[src/rtl/eagen_pkg.sv]
package eagen_pkg;

   typedef enum logic [2:0] {
      SEG_ES = 3'd0,
      SEG_CS = 3'd1,
      SEG_SS = 3'd2,
      SEG_DS = 3'd3,
      SEG_FS = 3'd4,
      SEG_GS = 3'd5
   } seg_e;

   typedef enum logic [1:0] {
      DSZ_NONE  = 2'd0,
      DSZ_BYTE  = 2'd1,
      DSZ_WORD  = 2'd2,
      DSZ_DWORD = 2'd3
   } dsz_e;

   // register numbers used by fixed forms
   localparam int unsigned REG_BX = 3;
   localparam int unsigned REG_SP = 4;
   localparam int unsigned REG_BP = 5;
   localparam int unsigned REG_SI = 6;
   localparam int unsigned REG_DI = 7;

   // selector codes with a special meaning
   localparam logic [2:0] SEL_ESC  = 3'b100;
   localparam logic [2:0] SEL_NOBX = 3'b101;
   localparam logic [2:0] SEL_D16  = 3'b110;

   function automatic logic [31:0] widen_disp(input logic [31:0] raw, input logic [1:0] sz);
      logic [31:0] r;
      case (sz)
         DSZ_BYTE:  r = {{24{raw[7]}}, raw[7:0]};
         DSZ_WORD:  r = {16'h0000, raw[15:0]};
         DSZ_DWORD: r = raw;
         default:   r = 32'h0000_0000;
      endcase
      return r;
   endfunction

endpackage

[src/rtl/eagen_form16.sv]
module eagen_form16
   import eagen_pkg::*;
(
   input  logic [1:0]  mod_f,
   input  logic [2:0]  rm_f,
   input  logic [15:0] bx_v,
   input  logic [15:0] bp_v,
   input  logic [15:0] si_v,
   input  logic [15:0] di_v,
   input  logic [15:0] disp_v,
   output logic [15:0] ea_o,
   output logic        via_bp_o
);

   logic [15:0] left_t;
   logic [15:0] right_t;

   always_comb begin
      left_t   = 16'h0000;
      right_t  = 16'h0000;
      via_bp_o = 1'b0;
      case (rm_f)
         3'd0: begin left_t = bx_v; right_t = si_v; end
         3'd1: begin left_t = bx_v; right_t = di_v; end
         3'd2: begin left_t = bp_v; right_t = si_v; via_bp_o = 1'b1; end
         3'd3: begin left_t = bp_v; right_t = di_v; via_bp_o = 1'b1; end
         3'd4: left_t = si_v;
         3'd5: left_t = di_v;
         3'd6: begin
            if (mod_f != 2'b00) begin
               left_t   = bp_v;
               via_bp_o = 1'b1;
            end
         end
         default: left_t = bx_v;
      endcase
   end

   // modulo 2^16 sum by width
   assign ea_o = left_t + right_t + disp_v;

endmodule

[src/rtl/eagen_form32.sv]
module eagen_form32
   import eagen_pkg::*;
#(
   parameter int unsigned GPR_N = 8,
   parameter int unsigned GPR_W = 32,
   localparam int unsigned SEL_W = $clog2(GPR_N)
) (
   input  logic [1:0]                  mod_f,
   input  logic [SEL_W-1:0]            rm_f,
   input  logic [1:0]                  sib_scale,
   input  logic [SEL_W-1:0]            sib_index,
   input  logic [SEL_W-1:0]            sib_base,
   input  logic [GPR_N-1:0][GPR_W-1:0] gpr_i,
   input  logic [GPR_W-1:0]            disp_v,
   output logic [GPR_W-1:0]            ea_o,
   output logic                        via_stack_o
);

   logic [GPR_W-1:0] base_t;
   logic [GPR_W-1:0] index_t;

   always_comb begin
      base_t      = '0;
      index_t     = '0;
      via_stack_o = 1'b0;
      if (rm_f == SEL_ESC) begin
         if (sib_index != SEL_ESC)
            index_t = gpr_i[sib_index] << sib_scale;
         if (sib_base == SEL_NOBX && mod_f == 2'b00) begin
            base_t = '0;
         end else begin
            base_t      = gpr_i[sib_base];
            via_stack_o = (sib_base == SEL_ESC) || (sib_base == SEL_NOBX);
         end
      end else if (rm_f == SEL_NOBX && mod_f == 2'b00) begin
         base_t = '0;
      end else begin
         base_t      = gpr_i[rm_f];
         via_stack_o = (rm_f == SEL_NOBX);
      end
   end

   // modulo 2^GPR_W sum by width
   assign ea_o = base_t + index_t + disp_v;

endmodule

[src/rtl/eagen_seg_pick.sv]
module eagen_seg_pick
   import eagen_pkg::*;
(
   input  logic       is_reg_i,
   input  logic       mode32,
   input  logic       bp16_i,
   input  logic       stk32_i,
   input  logic       ovr_en_i,
   input  logic [2:0] ovr_sel_i,
   output logic [2:0] seg_o
);

   logic stack_dflt;

   always_comb begin
      if (is_reg_i)
         stack_dflt = 1'b0;
      else if (mode32)
         stack_dflt = stk32_i;
      else
         stack_dflt = bp16_i;
   end

   always_comb begin
      if (ovr_en_i)
         seg_o = ovr_sel_i;
      else if (stack_dflt)
         seg_o = SEG_SS;
      else
         seg_o = SEG_DS;
   end

endmodule

[src/rtl/eagen_top.sv]
module eagen_top
   import eagen_pkg::*;
#(
   parameter int unsigned GPR_N   = 8,
   parameter int unsigned GPR_W   = 32,
   parameter bit          REG_OUT = 1'b1,
   localparam int unsigned SEL_W  = $clog2(GPR_N),
   localparam int unsigned FLAT_W = GPR_N * GPR_W,
   localparam int unsigned HALF_W = GPR_W / 2
) (
   input  logic              clk,
   input  logic              rst_n,
   input  logic              mode32,
   input  logic [1:0]        mod_f,
   input  logic [2:0]        rm_f,
   input  logic [1:0]        sib_scale,
   input  logic [2:0]        sib_index,
   input  logic [2:0]        sib_base,
   input  logic [31:0]       disp_i,
   input  logic [1:0]        disp_sz,
   input  logic              seg_ovr_en,
   input  logic [2:0]        seg_ovr_sel,
   input  logic [FLAT_W-1:0] gpr_flat,
   output logic [GPR_W-1:0]  ea_o,
   output logic [2:0]        seg_o,
   output logic              is_reg_o
);

   // elaboration checks on the parameter set
   if (GPR_N != 8) begin : g_bad_n
      $error("eagen_top: GPR_N must be 8");
   end
   if (GPR_W != 32) begin : g_bad_w
      $error("eagen_top: GPR_W must be 32");
   end
   if (SEL_W != 3) begin : g_bad_sel
      $error("eagen_top: selector width must be 3");
   end

   // unpack register bus
   logic [GPR_N-1:0][GPR_W-1:0] gpr_a;
   for (genvar g = 0; g < GPR_N; g++) begin : g_unpack
      assign gpr_a[g] = gpr_flat[g*GPR_W +: GPR_W];
   end

   logic [31:0]       disp_w;
   logic [15:0]       ea16;
   logic              bp16;
   logic [GPR_W-1:0]  ea32;
   logic              stk32;
   logic              reg_c;
   logic [GPR_W-1:0]  ea_c;
   logic [2:0]        seg_c;

   assign disp_w = widen_disp(disp_i, disp_sz);
   assign reg_c  = (mod_f == 2'b11);

   eagen_form16 u_form16 (
      .mod_f    (mod_f),
      .rm_f     (rm_f),
      .bx_v     (gpr_a[REG_BX][HALF_W-1:0]),
      .bp_v     (gpr_a[REG_BP][HALF_W-1:0]),
      .si_v     (gpr_a[REG_SI][HALF_W-1:0]),
      .di_v     (gpr_a[REG_DI][HALF_W-1:0]),
      .disp_v   (disp_w[15:0]),
      .ea_o     (ea16),
      .via_bp_o (bp16)
   );

   eagen_form32 #(
      .GPR_N (GPR_N),
      .GPR_W (GPR_W)
   ) u_form32 (
      .mod_f       (mod_f),
      .rm_f        (rm_f),
      .sib_scale   (sib_scale),
      .sib_index   (sib_index),
      .sib_base    (sib_base),
      .gpr_i       (gpr_a),
      .disp_v      (disp_w),
      .ea_o        (ea32),
      .via_stack_o (stk32)
   );

   eagen_seg_pick u_seg (
      .is_reg_i  (reg_c),
      .mode32    (mode32),
      .bp16_i    (bp16),
      .stk32_i   (stk32),
      .ovr_en_i  (seg_ovr_en),
      .ovr_sel_i (seg_ovr_sel),
      .seg_o     (seg_c)
   );

   always_comb begin
      if (reg_c)
         ea_c = '0;
      else if (mode32)
         ea_c = ea32;
      else
         ea_c = {{(GPR_W-16){1'b0}}, ea16};
   end

   if (REG_OUT) begin : g_reg
      always_ff @(posedge clk or negedge rst_n) begin
         if (!rst_n) begin
            ea_o     <= '0;
            seg_o    <= 3'd0;
            is_reg_o <= 1'b0;
         end else begin
            ea_o     <= ea_c;
            seg_o    <= seg_c;
            is_reg_o <= reg_c;
         end
      end


      regflag_chk: assert property (@(posedge clk) disable iff (!rst_n)
         (mod_f == 2'b11) |=> (is_reg_o && ea_o == '0));

      memflag_chk: assert property (@(posedge clk) disable iff (!rst_n)
         (mod_f != 2'b11) |=> !is_reg_o);

      override_chk: assert property (@(posedge clk) disable iff (!rst_n)
         seg_ovr_en |=> (seg_o == $past(seg_ovr_sel)));

      wrap16_chk: assert property (@(posedge clk) disable iff (!rst_n)
         !mode32 |=> (ea_o[GPR_W-1:16] == '0));

      bpseg_chk: assert property (@(posedge clk) disable iff (!rst_n)
         (!mode32 && !seg_ovr_en && mod_f != 2'b11 && (rm_f == 3'd2 || rm_f == 3'd3))
         |=> (seg_o == SEG_SS));

      espseg_chk: assert property (@(posedge clk) disable iff (!rst_n)
         (mode32 && !seg_ovr_en && mod_f != 2'b11 && rm_f == 3'b100 && sib_base == 3'b100)
         |=> (seg_o == SEG_SS));
   end else begin : g_comb
      assign ea_o     = ea_c;
      assign seg_o    = seg_c;
      assign is_reg_o = reg_c;


      regflag_chk: assert property (@(posedge clk) disable iff (!rst_n)
         (mod_f == 2'b11) |-> (is_reg_o && ea_o == '0));

      override_chk: assert property (@(posedge clk) disable iff (!rst_n)
         seg_ovr_en |-> (seg_o == seg_ovr_sel));

      wrap16_chk: assert property (@(posedge clk) disable iff (!rst_n)
         !mode32 |-> (ea_o[GPR_W-1:16] == '0));

      bpseg_chk: assert property (@(posedge clk) disable iff (!rst_n)
         (!mode32 && !seg_ovr_en && mod_f != 2'b11 && (rm_f == 3'd2 || rm_f == 3'd3))
         |-> (seg_o == SEG_SS));
   end

endmodule

[config.mk]
export PLATFORM = sky130hd
export DESIGN_NAME = eagen_top
export DESIGN_NICKNAME = d
export VERILOG_FILES = /design/src/rtl/eagen_pkg.sv /design/src/rtl/eagen_form16.sv /design/src/rtl/eagen_form32.sv /design/src/rtl/eagen_seg_pick.sv /design/src/rtl/eagen_top.sv
export SDC_FILE = /design/constraint.sdc
export NUM_CORES = 1
export LEC_CHECK = 0
export ABC_AREA = 0
export BUFFER_PORTS_ARGS = -buffer_cell sky130_fd_sc_hd__buf_2
export CORE_AREA = 2 2 167 169
export DETAILED_ROUTE_END_ITERATION = 8
export DIE_AREA = 0 0 169 171
export PLACE_DENSITY = 0.7
export SETUP_SLACK_MARGIN = 0.5
export SYNTH_ARGS = -nofsm -noshare
export SYNTH_HDL_FRONTEND = slang
export SYNTH_SLANG_ARGS = --single-unit
[constraint.sdc]
create_clock -name clk -period 0.8 [get_ports clk]
set_input_delay 0.08 -clock clk [delete_from_list [all_inputs] [get_ports clk]]
set_output_delay 0.08 -clock clk [all_outputs]
set_load 0.02 [all_outputs]
==> results_dict.tcl <==
set metrics [dict create \
    drtAntennaViolNets 0 \
    p_clk_share_pct 8.6 \
    synth.cell_area_sq_um 12100 \
    std_cell_rows 61 \
    critPathSlowestCell "mux2i_1" \
    cts_tree "done" \
    initial_core_util_pct 44.1 \
    netlist-cell-type-count 66 \
    grt_max_degree 37 \
    synthFlopType "dfrtp_1" \
    hold_path.class "in2async" \
    critPathMostFrequentCell "buf_4" \
    clock.fmax_mhz 254 \
    total_leakage_power_uw 0.00910 \
    grt_pass1_vias 14600 \
    syn_inst 1238 \
    violations "negative hold slack, negative setup slack" \
    hold_viol 36 \
    setup_violations 69 \
    outcome "complete, but fails checks" \
    fin_nets 2368 \
    yosysWarnings 0 \
    clock_sinks 36 \
    routedWlPerCell_um 23.4 \
    root_buffer "clkbuf_16" \
    drv_slew 0 \
    fin_tns_setup_ns -87.86 \
    num_vias 14800 \
    grt.overflow.total 0 \
    synth_edf_count 0 \
    cts_buffers 5 \
    htree_levels 2 \
    worst_pin_slew_ns 0.612 \
    cellPowerDensity_nw_per_um2 1280 \
    fin_crit_sh_pct 492 \
    die_y_um 171 \
    power_switching_uw 10500 \
    crit_fanout 12 \
    gp_congestion 1.01 \
    peakVddDrop_v 0.000840 \
    fin_ws_ns -3.14 \
    clockBufferDepth 2 \
    area_growth_pct 60.7 \
    switching_share_pct 42.4 \
    pin_count 346 \
    required_ns 0.96 \
    die_w_um 169 \
    vias_per_cell 6.38 \
    dpl.hpwl_mm 42.9 \
    critPathKind "in2reg" \
    syn_nets 1640 \
    numPortBuffers 345 \
    slowest_delay_ns 0.45 \
    startpoint_type "primary input" \
    cap_viol_max_count 0 \
    core_area_sq_um 27300 \
    first_pass_iters 9 \
    drt_iter0_markers 1830 \
    antenna_found_initial 8 \
    timing.hold.ws_ns -0.255 \
    synth_seq_cells 36 \
    cp.arrival_ns 4.10 \
    p_comb_share_pct 81.3 \
    drive_gt1_share_pct 63.3 \
    fin_crit_ns 3.94 \
    p_total_uw 24900 \
    cp_cell_sequence "buf_4, buf_12, buf_4, mux4_2, mux2i_1, mux2_2, o22a_1, fa_1, inv_1, ha_2, nor3_1, nor2_1, o211ai_1, a211o_1, buf_4, a211oi_4, o2111ai_2, a21oi_2, nor3b_2" \
    clk_pin_slew_ns 0.05 \
    worstSetupEndpointType "register" \
    p_int_uw 14300 \
    grtUsageTotal_pct 35.2 \
    syn_area_per_cell_sq_um 9.74 \
    synth-async-reset-ratio_pct 100 \
    rsz0062_at_grt "true" \
    drc_errors 0 \
    seq_power_share_pct 10.0 \
    fp.dieArea_sq_um 28900 \
    grt_pass1_wl_mm 79.4 \
    maxSlewHeadroom_pct 58.1 \
    routed_wl_mm 54.4 \
    ys_seq_area_share_pct 7.47 \
]
## layout make-up
type                    count  area [sq um]
inverters                 108           420
fillers                  1950          7940
clock buffers               6           129
well taps                 346           433
repair buffers            828          6230
clock inverters             2          35.0
multi-input cells         987         11200
flip-flops and latches     36           901
diodes                      9          22.5
## through the flow
| stage | hold slack (ns) | worst slack [ns] | utilization (%) | instances | area (sq um) |
|---|---|---|---|---|---|
| after floorplan | -0.216 | -3.05 | - | 1238 | 12600 |
| after global placement | 0.0503 | -3.36 | 64.4 | 2259 | 17600 |
| after detailed placement | 0.0508 | -3.38 | 64.4 | 2259 | 17600 |
| after CTS | -0.251 | -2.94 | 68.1 | 2286 | 18600 |
| after global routing | -0.240 | -3.20 | 70.9 | 2318 | 19400 |
| final | -0.255 | -3.14 | 70.9 | 2322 | 19400 |
## worst max path at each step
stage / from / slack [ns] / cells after the start / end
2_1_floorplan: sib_base[0] / -3.05 / 18 / ea_o[29]$_DFF_PN0_
4_1_cts: rm_f[1] / -2.94 / 18 / ea_o[29]$_DFF_PN0_
3_5_place_dp: sib_base[0] / -3.38 / 18 / ea_o[29]$_DFF_PN0_
6_report: sib_index[1] / -3.14 / 19 / ea_o[31]$_DFF_PN0_
3_3_place_gp: sib_base[0] / -3.36 / 18 / ea_o[29]$_DFF_PN0_
5_1_grt: sib_index[0] / -3.20 / 18 / ea_o[29]$_DFF_PN0_
## layout by cell type, fill, tap and decap left out, drive strengths merged, types with 11 or more instances in the layout
| cell type | n |
|---|---|
| buf | 822 |
| mux4 | 153 |
| inv | 106 |
| mux2 | 104 |
| a21oi | 78 |
| nand2 | 70 |
| nor2 | 68 |
| o21ai | 57 |
| fa | 48 |
| mux2i | 45 |
| ha | 44 |
| dfrtp | 36 |
| a22o | 30 |
| a222oi | 30 |
| a21o | 29 |
| xnor2 | 26 |
| o22a | 25 |
| nand3 | 13 |
| nor2b | 12 |
| xor2 | 12 |
| clkbuf | 11 |
| a211oi | 11 |
## flip-flops by register name, summed over array words and instances, names as in the netlist
signal / count
is_reg_o: 1
ea_o: 32
seg_o: 3
## power by group through the flow
stage               Sequential, uW  Clock (uW)  Combinational (uW)
global placement              2430           0               16700
detailed placement            2420           0               17000
CTS                           2510        2200               18500
global route                  2540        2270               21500
floorplan                     3050           0                9040
finish                        2490        2150               20200
## kinds of logic (layout without fill, tap and decap cells)
logic type	after synthesis	count (layout)	share of synthesized area [%]
compound gates	333	333	19.5
xor+xnor	38	38	2.82
fa+ha+maj	92	92	12.5
buf+inv	215	944	7.09
flops	36	36	7.47
mux	302	302	42.0
other cells	0	9	0
simple gates	222	222	8.63
## worst max-delay path, delay by kind of cell
| family | cells | cell delay [ns] |
|---|---|---|
| AOI/OAI and AO/OA | 6 | 1.29 |
| muxes | 3 | 1.02 |
| buffers and inverters | 5 | 0.80 |
| adders and majority gates | 2 | 0.63 |
| and+or+nand+nor | 3 | 0.26 |
## cell usage after synthesis, types with 25 or more instances
cell type	instances	area, sq um
xnor2_1	25	219
mux2i_1	45	450
buf_2	26	130
ha_1	44	551
a21o_1	29	218
inv_1	106	398
nand2_1	70	263
o21ai_0	49	245
a21oi_1	78	390
clkbuf_1	67	251
nor2_1	68	255
o22a_1	25	219
a22o_1	30	263
dfrtp_1	36	901
a222oi_1	30	300
mux4_2	153	3450
mux2_2	103	1160
fa_1	48	961
## repair_timing
item | in CTS | in global routing
gates cloned | 4 | 5
setup endpoints to repair | 70 | 70
buffers inserted | 15 | 22
pin swaps | 41 | 69
endpoints found under the hold margin | 36 | 36
gates resized for setup | 161 | 101
## routing by layer
layer | wire length (um) | global-route usage [%] | vias up
met2 | 25400 | 58.2 | 1150
met3 | 6480 | 6.96 | 261
met4 | 2840 | 15.1 | 2
met1 | 19700 | 45.4 | 7089
met5 | 11 | 0 | -
li1 | - | - | 6304
No activity file was read; power rests on OpenSTA's default activity.
